==> src/rtl/acc_alu_pkg.sv <==
package acc_alu_pkg;
  localparam int OPW = 4;

  typedef enum logic [OPW-1:0] {
    OP_ADD  = 4'd0,
    OP_ADC  = 4'd1,
    OP_SUB  = 4'd2,
    OP_SBB  = 4'd3,
    OP_CMP  = 4'd4,
    OP_AND  = 4'd5,
    OP_OR   = 4'd6,
    OP_XOR  = 4'd7,
    OP_CMA  = 4'd8,
    OP_CMC  = 4'd9,
    OP_STC  = 4'd10,
    OP_RLT  = 4'd11,
    OP_RRT  = 4'd12,
    OP_RLC  = 4'd13,
    OP_RRC  = 4'd14,
    OP_PAIR = 4'd15
  } op_e;

  typedef enum logic [1:0] {
    LG_AND = 2'd0,
    LG_OR  = 2'd1,
    LG_XOR = 2'd2,
    LG_NOT = 2'd3
  } logic_sel_e;
endpackage

==> src/rtl/acc_alu_arith.sv <==
module acc_alu_arith #(
  parameter int DW = 8
) (
  input  logic [DW-1:0] a,
  input  logic [DW-1:0] b,
  input  logic          cin,
  input  logic          use_cin,
  input  logic          subtract,
  output logic [DW-1:0] res,
  output logic          cout
);
  localparam int EW = DW + 1;

  logic [EW-1:0] a_ext;
  logic [EW-1:0] b_ext;
  logic [EW-1:0] c_ext;
  logic [EW-1:0] total;

  always_comb begin
    a_ext = {1'b0, a};
    b_ext = {1'b0, b};
    c_ext = {{DW{1'b0}}, cin & use_cin};
    if (subtract) total = a_ext - b_ext - c_ext;
    else          total = a_ext + b_ext + c_ext;
    res  = total[DW-1:0];
    cout = total[DW];
  end
endmodule

==> src/rtl/acc_alu_logic.sv <==
module acc_alu_logic
  import acc_alu_pkg::*;
#(
  parameter int DW = 8
) (
  input  logic [DW-1:0] a,
  input  logic [DW-1:0] b,
  input  logic_sel_e    sel,
  output logic [DW-1:0] res
);
  for (genvar i = 0; i < DW; i++) begin : g_bit
    always_comb begin
      case (sel)
        LG_AND:  res[i] = a[i] & b[i];
        LG_OR:   res[i] = a[i] | b[i];
        LG_XOR:  res[i] = a[i] ^ b[i];
        default: res[i] = ~a[i];
      endcase
    end
  end
endmodule

==> src/rtl/acc_alu_rotate.sv <==
module acc_alu_rotate #(
  parameter int DW = 8
) (
  input  logic [DW-1:0] a,
  input  logic          cin,
  input  logic          left,
  input  logic          thru,
  output logic [DW-1:0] res,
  output logic          cout
);
  logic fill_l;
  logic fill_r;

  assign fill_l = thru ? cin : a[DW-1];
  assign fill_r = thru ? cin : a[0];

  for (genvar i = 0; i < DW; i++) begin : g_bit
    logic from_low;
    logic from_high;
    if (i == 0) begin : g_lo
      assign from_low = fill_l;
    end else begin : g_lo
      assign from_low = a[i-1];
    end
    if (i == DW - 1) begin : g_hi
      assign from_high = fill_r;
    end else begin : g_hi
      assign from_high = a[i+1];
    end
    assign res[i] = left ? from_low : from_high;
  end

  assign cout = left ? a[DW-1] : a[0];
endmodule

==> src/rtl/acc_alu_pair.sv <==
module acc_alu_pair #(
  parameter int PW = 16
) (
  input  logic [PW-1:0] p,
  input  logic [PW-1:0] q,
  output logic [PW-1:0] sum,
  output logic          cout
);
  logic [PW:0] total;
  assign total = {1'b0, p} + {1'b0, q};
  assign sum   = total[PW-1:0];
  assign cout  = total[PW];
endmodule

==> src/rtl/acc_alu.sv <==
module acc_alu
  import acc_alu_pkg::*;
#(
  parameter int DW = 8,
  parameter int PW = 2 * DW
) (
  input  logic          clk,
  input  logic          rst,
  input  logic          op_valid,
  input  logic [3:0]    op_code,
  input  logic [DW-1:0] acc_in,
  input  logic [DW-1:0] opnd_in,
  input  logic          cy_in,
  input  logic [PW-1:0] pair_a_in,
  input  logic [PW-1:0] pair_b_in,
  output logic          res_valid,
  output logic [DW-1:0] acc_out,
  output logic          cy_out,
  output logic          acc_we,
  output logic [PW-1:0] pair_out
);
  op_e op;
  assign op = op_e'(op_code);

  logic          ar_use_cin;
  logic          ar_sub;
  logic [DW-1:0] ar_res;
  logic          ar_cout;

  assign ar_use_cin = (op == OP_ADC) || (op == OP_SBB);
  assign ar_sub     = (op == OP_SUB) || (op == OP_SBB) || (op == OP_CMP);

  acc_alu_arith #(.DW(DW)) u_arith (
    .a(acc_in), .b(opnd_in), .cin(cy_in), .use_cin(ar_use_cin),
    .subtract(ar_sub), .res(ar_res), .cout(ar_cout)
  );

  logic_sel_e    lg_sel;
  logic [DW-1:0] lg_res;

  always_comb begin
    case (op)
      OP_AND:  lg_sel = LG_AND;
      OP_OR:   lg_sel = LG_OR;
      OP_XOR:  lg_sel = LG_XOR;
      default: lg_sel = LG_NOT;
    endcase
  end

  acc_alu_logic #(.DW(DW)) u_logic (
    .a(acc_in), .b(opnd_in), .sel(lg_sel), .res(lg_res)
  );

  logic          rt_left;
  logic          rt_thru;
  logic [DW-1:0] rt_res;
  logic          rt_cout;

  assign rt_left = (op == OP_RLT) || (op == OP_RLC);
  assign rt_thru = (op == OP_RLT) || (op == OP_RRT);

  acc_alu_rotate #(.DW(DW)) u_rot (
    .a(acc_in), .cin(cy_in), .left(rt_left), .thru(rt_thru),
    .res(rt_res), .cout(rt_cout)
  );

  logic [PW-1:0] pr_sum;
  logic          pr_cout;

  acc_alu_pair #(.PW(PW)) u_pair (
    .p(pair_a_in), .q(pair_b_in), .sum(pr_sum), .cout(pr_cout)
  );

  logic [DW-1:0] nx_acc;
  logic          nx_cy;
  logic          nx_we;

  always_comb begin
    nx_acc = acc_in;
    nx_cy  = cy_in;
    nx_we  = 1'b0;
    case (op)
      OP_ADD, OP_ADC, OP_SUB, OP_SBB: begin
        nx_acc = ar_res; nx_cy = ar_cout; nx_we = 1'b1;
      end
      OP_CMP:                 nx_cy = ar_cout;
      OP_AND, OP_OR, OP_XOR: begin
        nx_acc = lg_res; nx_cy = 1'b0; nx_we = 1'b1;
      end
      OP_CMA: begin
        nx_acc = lg_res; nx_we = 1'b1;
      end
      OP_CMC:                 nx_cy = ~cy_in;
      OP_STC:                 nx_cy = 1'b1;
      OP_RLT, OP_RRT, OP_RLC, OP_RRC: begin
        nx_acc = rt_res; nx_cy = rt_cout; nx_we = 1'b1;
      end
      default:                nx_cy = pr_cout;
    endcase
  end

  op_e op_q;

  always_ff @(posedge clk) begin
    if (rst) begin
      res_valid <= 1'b0;
      acc_out   <= '0;
      cy_out    <= 1'b0;
      acc_we    <= 1'b0;
      pair_out  <= '0;
      op_q      <= OP_ADD;
    end else begin
      res_valid <= op_valid;
      if (op_valid) begin
        acc_out <= nx_acc;
        cy_out  <= nx_cy;
        acc_we  <= nx_we;
        op_q    <= op;
        if (op == OP_PAIR) pair_out <= pr_sum;
      end
    end
  end

  // a result appears only for an accepted operation
  p_valid_follows_req_r2: assert property (@(posedge clk) disable iff (rst)
    res_valid |-> $past(op_valid));

  // idle cycles keep the registered result
  p_hold_when_idle_r2: assert property (@(posedge clk) disable iff (rst)
    !op_valid |=> $stable(acc_out) && $stable(cy_out) && $stable(pair_out));

  // compare passes the accumulator through without write-back
  p_cmp_keeps_acc_r5: assert property (@(posedge clk) disable iff (rst)
    (res_valid && op_q == OP_CMP) |-> (!acc_we && acc_out == $past(acc_in)));

  // logic operations leave carry clear
  p_logic_clears_cy_r6: assert property (@(posedge clk) disable iff (rst)
    (res_valid && (op_q == OP_AND || op_q == OP_OR || op_q == OP_XOR)) |-> !cy_out);

  // complement carry inverts the presented carry
  p_cmc_inverts_r8: assert property (@(posedge clk) disable iff (rst)
    (res_valid && op_q == OP_CMC) |-> (cy_out == !$past(cy_in) && !acc_we));

  // set carry forces carry high
  p_stc_sets_r8: assert property (@(posedge clk) disable iff (rst)
    (res_valid && op_q == OP_STC) |-> cy_out);

  // pair sum only moves on a pair add
  p_pair_only_r11: assert property (@(posedge clk) disable iff (rst)
    (op_valid && op != OP_PAIR) |=> $stable(pair_out));
endmodule

==> config.mk <==
export PLATFORM = sky130hd
export DESIGN_NAME = acc_alu
export DESIGN_NICKNAME = d
export VERILOG_FILES = /design/src/rtl/acc_alu_pkg.sv /design/src/rtl/acc_alu_arith.sv /design/src/rtl/acc_alu_logic.sv /design/src/rtl/acc_alu_rotate.sv /design/src/rtl/acc_alu_pair.sv /design/src/rtl/acc_alu.sv
export SDC_FILE = /design/constraint.sdc
export NUM_CORES = 1
export LEC_CHECK = 0
export BUFFER_PORTS_ARGS = -buffer_cell sky130_fd_sc_hd__buf_2
export CORE_MARGIN = 4
export CORE_UTILIZATION = 50
export DETAILED_ROUTE_END_ITERATION = 10
export GPL_TIMING_DRIVEN = 0
export PLACE_DENSITY = 0.75
export SLEW_MARGIN = 5
export SYNTH_ARGS = -nofsm -noshare
export SYNTH_HDL_FRONTEND = slang
export SYNTH_SLANG_ARGS = --single-unit
==> constraint.sdc <==
create_clock -name clk -period 3.75 [get_ports clk]
set_input_delay 0.1875 -clock clk [delete_from_list [all_inputs] [get_ports clk]]
set_output_delay 0.1875 -clock clk [all_outputs]
set_load 0.1 [all_outputs]
# Word level (Yosys, flattened, before mapping)
# Cells that the tools add are included.
# classes
addsub	5
multipliers	0
div_mod_pow	0
n_lt_le_gt_ge	0
eq_ne	17
n_shift	0
muxes	24
bitwise_logic	34
n_reduce_logical	14
# ops
op	n
== test 4 bit (second input constant)	8
case mux 1 bit (3 select lines)	8
case mux 8 bit (3 select lines)	1
adder 16 x 16 -> 17 bit	1
== test 4 x 3 -> 1 bit (second input constant)	4
2-to-1 mux 1 bit	12
OR reduction 12 bit	1
OR reduction 4 bit	3
adder 8 x 8 -> 9 bit	1
adder 9 x 1 -> 9 bit	1
AND 1 bit	9
2-to-1 mux 9 bit	1
inverter 1 bit	9
subtractor 8 x 8 -> 9 bit	1
subtractor 9 x 1 -> 9 bit	1
== test 4 x 2 -> 1 bit (second input constant)	2
OR 1 bit	8
bitwise XOR 1 bit	8
case mux 1 bit (6 select lines)	1
case mux 2 bit (3 select lines)	1
logical OR 1 bit	5
OR reduction 5 bit	1
== test 4 x 1 -> 1 bit (second input constant)	1
logical NOT 4 bit	1
5 further kinds	5
# word_totals
regBits	27
latchBits	0
ram_bits	0
mem_bits_ro	0
input_bits	56
out_inout_bits	27
elab_cells	99
n_memories	0

# Longest topological paths before layout
# Gate-level depths: netlist of run 1.
# depth
depth_word	6
depth_mapped	14
ltp_nobuf	12

# Modules after synthesis
# Synthesis of run 1 repeated with hierarchy kept, for this count alone.
# unflattened
cells_unflattened	502
area_unflattened_um2	3948.8
# by_module_without_submodules
mod	n_inst	cells_each	area_per_inst_um2	seq_area_each_um2
acc_alu	1	208	1535.2	540.5
acc_alu_arith	1	120	914.6	0.0
acc_alu_pair	1	110	855.8	0.0
acc_alu_logic	1	50	493.0	0.0
acc_alu_rotate	1	14	150.1	0.0

# Worst setup path before layout of run 1
# OpenSTA, ideal clock, no wires.
# synth_path
path_kind	input port to flip-flop
from	input port op_code[0]
to	register cy_out
setup_ps	86
arrival_time_ps	2780
required_time_ps	3664
setup_slack_ps	884
stages	12
path_buffers	3
path_cell_list	buf_2 > buf_2 > buf_1 > nand3_1 > fa_1 > fa_1 > o21a_1 > nor4_2 > o31ai_1 > xor2_1 > a22o_1 > a211oi_1
# synth_between
elab_chain_cells	6
elab_cells_between_ends	28
cone_classes	add/sub: 2; eq/ne: 14; mux: 3; bitwise: 1; reduce/logical: 8
# synth_rtl
element	line	source
start, declared	acc_alu.sv:10	input logic [3:0] op_code,
== test 4 x 1 -> 1 bit / == test 4 x 2 -> 1 bit (equally long branches)	acc_alu.sv:30, acc_alu.sv:82, acc_alu.sv:31	
logical OR 1 bit	acc_alu.sv:30	assign ar_use_cin = (op == OP_ADC) || (op == OP_SBB);
AND 1 bit	acc_alu_arith.sv:22	c_ext = {{DW{1'b0}}, cin & use_cin};
adder 9 x 1 -> 9 bit / subtractor 9 x 1 -> 9 bit (equally long branches)	acc_alu_arith.sv:24, acc_alu_arith.sv:23	
2-to-1 mux 9 bit	acc_alu_arith.sv:23	if (subtract) total = a_ext - b_ext - c_ext;
case mux 1 bit (6 select lines) (*)	acc_alu.sv:82	case (op)
end signal, assigned	acc_alu.sv:116	cy_out <= nx_cy;
end, declared	acc_alu.sv:18	output logic cy_out,
# Every way passes the cells marked *; elsewhere a longest branch is shown, timed or not.
# A chain may end at the register's enable or synchronous reset.

# Final worst setup path of run 1
# layout_path
from	input port op_code[2]
to	register cy_out
# The elaborated chain is that of the path after synthesis.

==> qor.yml, run 1 <==
ys_async_sr_fraction_pct: 0
htree_levels: 1
drtIter0Drc: 221
diodes: 0
ios: 83
wl_met2_um: 4650
mostFrequentLayoutCell: "buf_2"
clock_latency_ns: 0.27
firstDrtPassIters: 5
start_util_pct: 51.5
fin_crit_sh_pct: 87.4
routedWlPerCell_um: 16.6
max_freq_mhz: 305
maxSlewHeadroom_pct: 53.4
crit_path_max_fanout: 10
drive_above_1_share_pct: 22.4
critPathSlowestCell: "nor2_1"
post_cts_buffers: 0
cts_root_buffer: "clkbuf_8"
route.detailed.drc: 0
syn_area_per_cell_um2: 7.81
cp-end-kind: "register"
area_growth_pct: 15.4
finalMaxSlewViolations: 0
hold_buffers: 0
vias_per_cell: 6.08
synth.ff_latch_count: 27
synthDistinctLibCells: 80
cts_sinks: 27
layout.nets: 634
die_h_um: 91.4
ys.flop_type: "dfxtp_1"
syn_area_um2: 3480
fin_setup_tns_ns: 0
hp-class: "input pin to register"
run_status: "complete, no violations"
dp_hpwl_um: 7950
post-route-util_pct: 59.4
crit_top_cell: "fa_1"
gr-total-overflow: 0
layout_common_cells: "83 x buf_2, 46 x ha_1, 41 x nor2_1, 38 x inv_1, 34 x nand2_1"
cp_cell_sequence: "buf_6, clkbuf_1, nor2_1, nand3_1, fa_1, fa_1, o21a_1, nor4_2, o31ai_1, xor2_1, a22o_1, a211oi_1"
path_clk_slew_ns: 0.12
antenna_found_initial: 0
cap_violations: 0
cts_max_path_buffers: 2
met3WireLength_um: 589
cts_tree: "yes"
port_buffers: 77
period_minus_slack_ns: 3.28
die_w_um: 91.4
setup_viol: 0
vdd_ir_drop_max_mv: 0.149
grt_max_degree: 17
path_delay_family: "simple AND/OR/NAND/NOR gates"
die_area_um2: 8350
fin_worst_skew_ns: 0
critPathArrivalTime_ns: 3.48
slowest_delay_ns: 0.51
wl_met1_um: 4620
cts-resized-gates: 0
powerDensity_nw_per_um2: 264
rows: 30
synth_seq_area_share_pct: 15.5
grt_pass1_vias: 3429
grt_usage_pct: 23.4
coreArea_um2: 6760
place_congestion: 0.894
critPathBufInv: 2
final-hold-violation-count: 0
worst_pin_slew_ns: 0.697
synth-edff-count: 0
syn_nets: 552
critPathLaunchType: "input pin"
cellLeakagePower_nw: 1.81
grt_setup_unrepaired: "no"
crit_type: "input pin to register"
grt_pass1_wl_um: 16400
finalWorstSetupSlack_ns: 0.472
cts_inserted_buffers: 3
cp.required_ns: 3.95
ys_warn_count: 0
dr_total_vias: 3686
highest_layer: "met4"
synth_cells: 445
ant_nets: 0
pre_cts_slack_ns: 0.255
wirelength_um: 10100
==> layer usage <==
layer	track usage [%]	vias to the layer above
li1	-	1795
met1	31.8	1741
met2	38.4	132
met3	3.15	18
met4	6.91	0
met5	0	-
==> cells in the mapped netlist, drive strengths merged (7+ instances only) <==
master	count	area, um^2
ha	46	576
dfxtp	27	541
inv	38	143
buf	13	90.1
xnor2	13	114
nand2b	10	65.1
o21ai	33	165
o211ai	9	67.6
nor2	43	166
nand3	11	60.1
nor2b	7	43.8
clkbuf	7	26.3
a21oi	20	104
nand2	34	128
a211oi	11	87.6
nor3	12	76.3
==> power breakdown <==
part	switching [mW]	total, mW	internal, mW
Combinational	0.362	0.565	0.203
Sequential	0.00617	0.306	0.300
Clock	0.110	0.185	0.0757
==> logic make-up (layout without fill, tap and decap cells) <==
kind of cell    count (synthesis)  after routing  synth area share [%]
simple gates                  145            145                  21.5
fa+ha+maj                      51             51                  19.4
compound gates                138            138                  28.7
xor+xnor                       17             17                  4.28
flops                          27             27                  15.5
mux                             9              9                  3.09
buf+inv                        58            139                  7.45
==> worst min-delay path, cell delays in order <==
cell and delay, ns:
buf_2 0.08, ha_1 0.11, nand2_1 0.04, a21oi_1 0.11
==> final timing paths <==
path | startpoint | endpoint | slack [ns] | depth (start not counted)
worst max-delay path | op_code[2] | cy_out | 0.47 | 12
worst min-delay path | pair_b_in[0] | pair_out[0] | 0.27 | 4
worst min register to register | pair_out[5] | pair_out[5] | 0.46 | 2
worst max register to register | cy_out | cy_out | 2.60 | 5
==> state kept, by name (all words and copies together) (netlist names) <==
signal and flops:
pair_out 16, acc_out 8, acc_we 1, cy_out 1, res_valid 1
==> stage by stage <==
stage / instances / hold slack [ns] / cell area, um^2 / power, mW
final: 606 / 0.266 / 4010 / 1.06
after global routing: 606 / 0.294 / 4010 / 1.12
after floorplan: 445 / 0.347 / 3480 / 0.736
after global placement: 602 / 0.440 / 3960 / 0.856
after CTS: 606 / 0.269 / 4010 / 1.05
after detailed placement: 602 / 0.441 / 3960 / 0.868
==> layout make-up <==
type | instances | area, um^2
inverter | 38 | 143
timing repair buffer | 77 | 385
clock inverter | 1 | 7.51
multi-input combinational | 360 | 2680
fill | 626 | 2750
sequential | 27 | 541
clock buffer | 3 | 41.3
buffer | 20 | 116
tap | 80 | 100
No activity file was read; power rests on OpenSTA's default activity.
==> run 2, diff against run 1 <==
- CORE_UTILIZATION: 50 -> 40
- PLACE_DENSITY: 0.75 -> default
- clock period: 3.75 -> 3.3 ns (I/O delays scaled with it)
==> qor.yml, run 2 (same netlist as run 1, synthesis figures left out) <==
drtIter0Drc: 319  # was 221
grt_usage_pct: 19.6  # was 23.4%
rr_worst_depth: 5  # unchanged
cp-end-kind: "register"  # unchanged
intPower_uw: 658  # was 579 uW
maxSlewHeadroom_pct: 62.4  # was 53.4%
die_w_um: 101  # was 91.4 um
dr_total_vias: 3584  # was 3686
rows: 33  # was 30
cp.required_ns: 3.50  # was 3.95 ns
setup_viol: 0  # unchanged
placed_cell_area_um2: 3990  # was 3960 um^2
p_switching_uw: 534  # was 478 uW
post_cts_buffers: 0  # unchanged
critPathBufInv: 3  # was 2
powerDensity_nw_per_um2: 296  # was 264 nW/um^2
routedWlPerCell_um: 16.5  # was 16.6 um
route.detailed.drc: 0  # unchanged
hp-class: "input pin to register"  # unchanged
cts_inserted_buffers: 3  # unchanged
dp_cells: 627  # was 602
critPathArrivalTime_ns: 3.20  # was 3.48 ns
reg2reg_to: "cy_out"  # unchanged
hold_buffers: 0  # unchanged
hold_end: "pair_out[0]"  # unchanged
cp_cell_sequence: "buf_2, buf_2, nor2_2, nand3_1, inv_1, fa_1, ha_1, o21ai_0, a2111oi_0, o21a_1, o21ai_1, o311ai_1, a311oi_1"  # was buf_6, clkbuf_1, nor2_1, nand3_1, fa_1, fa_1, o21a_1, nor4_2, o31ai_1, xor2_1, a22o_1, a211oi_1
clock_latency_ns: 0.27  # about the same
grt_max_degree: 15  # was 17
final-hold-violation-count: 0  # unchanged
layout.nets: 632  # was 634
holdCritStartpoint: "pair_b_in[0]"  # unchanged
die_h_um: 101  # was 91.4 um
area_growth_pct: 16.0  # was 15.4%
largest_reg_flops: 16  # unchanged
crit_path_max_fanout: 10  # unchanged
cap_violations: 0  # unchanged
cts-resized-gates: 0  # unchanged
vdd_ir_drop_max_mv: 0.155  # was 0.149 mV
cts_root_buffer: "clkbuf_8"  # unchanged
fin_area_um2: 4030  # was 4010 um^2
cts_sinks: 27  # unchanged
place_congestion: 0.910  # was 0.894
slowest_delay_ns: 0.44  # was 0.51 ns
min_path_cells: 4  # unchanged
path_clk_slew_ns: 0.11  # was 0.12 ns
coreArea_um2: 8340  # was 6760 um^2
period_minus_slack_ns: 3.00
reg_top3: "pair_out: 16 flops, acc_out: 8 flops"  # unchanged
ios: 83  # unchanged
power.total_mw: 1.19  # was 1.06 mW
timing.rr.start: "cy_out"  # unchanged
crit_top_cell: "buf_2"  # was fa_1
die_area_um2: 10200  # was 8350 um^2
dp_hpwl_um: 8340  # was 7950 um
rrSetupSlack_ns: 2.10  # was 2.60 ns
fin_setup_tns_ns: 0  # unchanged
switching_share_pct: 44.8  # was 45.2%
post-route-util_pct: 48.4  # was 59.4%
clockPowerShare_pct: 17.0  # was 17.5%
max_freq_mhz: 333
ant_nets: 0  # unchanged
gr-total-overflow: 0  # unchanged
mostFrequentLayoutCell: "buf_2"  # unchanged
port_buffers: 77  # unchanged
layout_common_cells: "83 x buf_2, 46 x ha_1, 40 x nor2_1, 38 x inv_1, 34 x nand2_1"  # was 83 x buf_2, 46 x ha_1, 41 x nor2_1, 38 x inv_1, 34 x nand2_1
grt_pass1_vias: 3339  # was 3429
fin_crit_sh_pct: 91.0
htree_levels: 1  # unchanged
pwr-share-comb_pct: 53.7  # was 53.5%
path_delay_family: "compound AO/OA/AOI/OAI gates"  # was simple AND/OR/NAND/NOR gates
finalMaxSlewViolations: 0  # unchanged
p_seq_share_pct: 29.3  # was 29.0%
grt_setup_unrepaired: "no"  # unchanged
grt_pass1_wl_um: 16400  # about the same
antenna_found_initial: 0  # unchanged
fin_cells: 629  # was 606
critPathSlowestCell: "fa_1"  # was nor2_1
n_fill_cell: 868  # was 626
diodes: 0  # unchanged
fin_worst_skew_ns: 0  # unchanged
run_status: "complete, no violations"  # unchanged
start_util_pct: 41.7  # was 51.5%
cellLeakagePower_nw: 1.81  # about the same
crit_type: "input pin to register"  # unchanged
cts_tree: "yes"  # unchanged
wirelength_um: 10400  # was 10100 um
critPathLaunchType: "input pin"  # unchanged
cts_max_path_buffers: 2  # unchanged
drive_above_1_share_pct: 22.5  # was 22.4%
vias_per_cell: 5.70  # was 6.08
worst_pin_slew_ns: 0.562  # was 0.697 ns
firstDrtPassIters: 5  # unchanged
top_register: "pair_out"  # unchanged
==> run 2: changes by cell type in the layout (fill, tap and decap cells not counted) <==
cell,delta
buf_1,-1
nor2_2,+1
nor2_1,-1
clkinvlp_4,-1
==> run 2: area by class of cell <==
type                    count  area, um^2  share of cell area [%]
inverters                  38         143                    3.54
flip-flops and latches     27         541                    13.4
well taps                 105         131                    3.26
clock buffers               4        45.0                    1.12
multi-input cells         360        2680                    66.4
plain buffers              18         109                    2.70
repair buffers             77         385                    9.55
==> run 2: worst max path at each step <==
stage	start	endpoint	slack, ns	depth (start not counted)
6_report	op_code[3]	acc_out[7]	0.30	13
5_1_grt	op_code[3]	cy_out	0.08	12
4_1_cts	op_code[2]	cy_out	0.06	12
3_5_place_dp	op_code[2]	cy_out	-0.24	12
3_3_place_gp	op_code[2]	cy_out	-0.17	12
2_1_floorplan	op_code[0]	cy_out	0.46	12
==> run 2: metrics by stage <==
step / worst slack, ns / hold WS (ns)
5_1_grt: 0.0771 / 0.267
3_3_place_gp: -0.172 / 0.441
3_5_place_dp: -0.237 / 0.450
2_1_floorplan: 0.457 / 0.324
4_1_cts: 0.0582 / 0.237
6_report: 0.296 / 0.240
==> run 2: per-layer routing <==
layer	share of wire, %	track usage, %	vias up
li1	-	-	1795
met1	48	28.4	1675
met2	45	31.2	108
met3	6.3	2.96	6
met4	0.75	3.27	0
met5	0	0	-
==> run 2: power groups by stage <==
| stage | combinational, mW | sequential, mW | clock, mW |
|---|---|---|---|
| detailed placement | 0.634 | 0.356 | 0 |
| global placement | 0.628 | 0.356 | 0 |
| global route | 0.700 | 0.351 | 0.218 |
| finish | 0.640 | 0.349 | 0.203 |
| floorplan | 0.371 | 0.465 | 0 |
| CTS | 0.637 | 0.349 | 0.211 |
==> run 2: worst min-delay path, stage by stage <==
cell     delay [ns]
buf_2          0.08
ha_1           0.11
nand2_1        0.04
a21oi_1        0.10
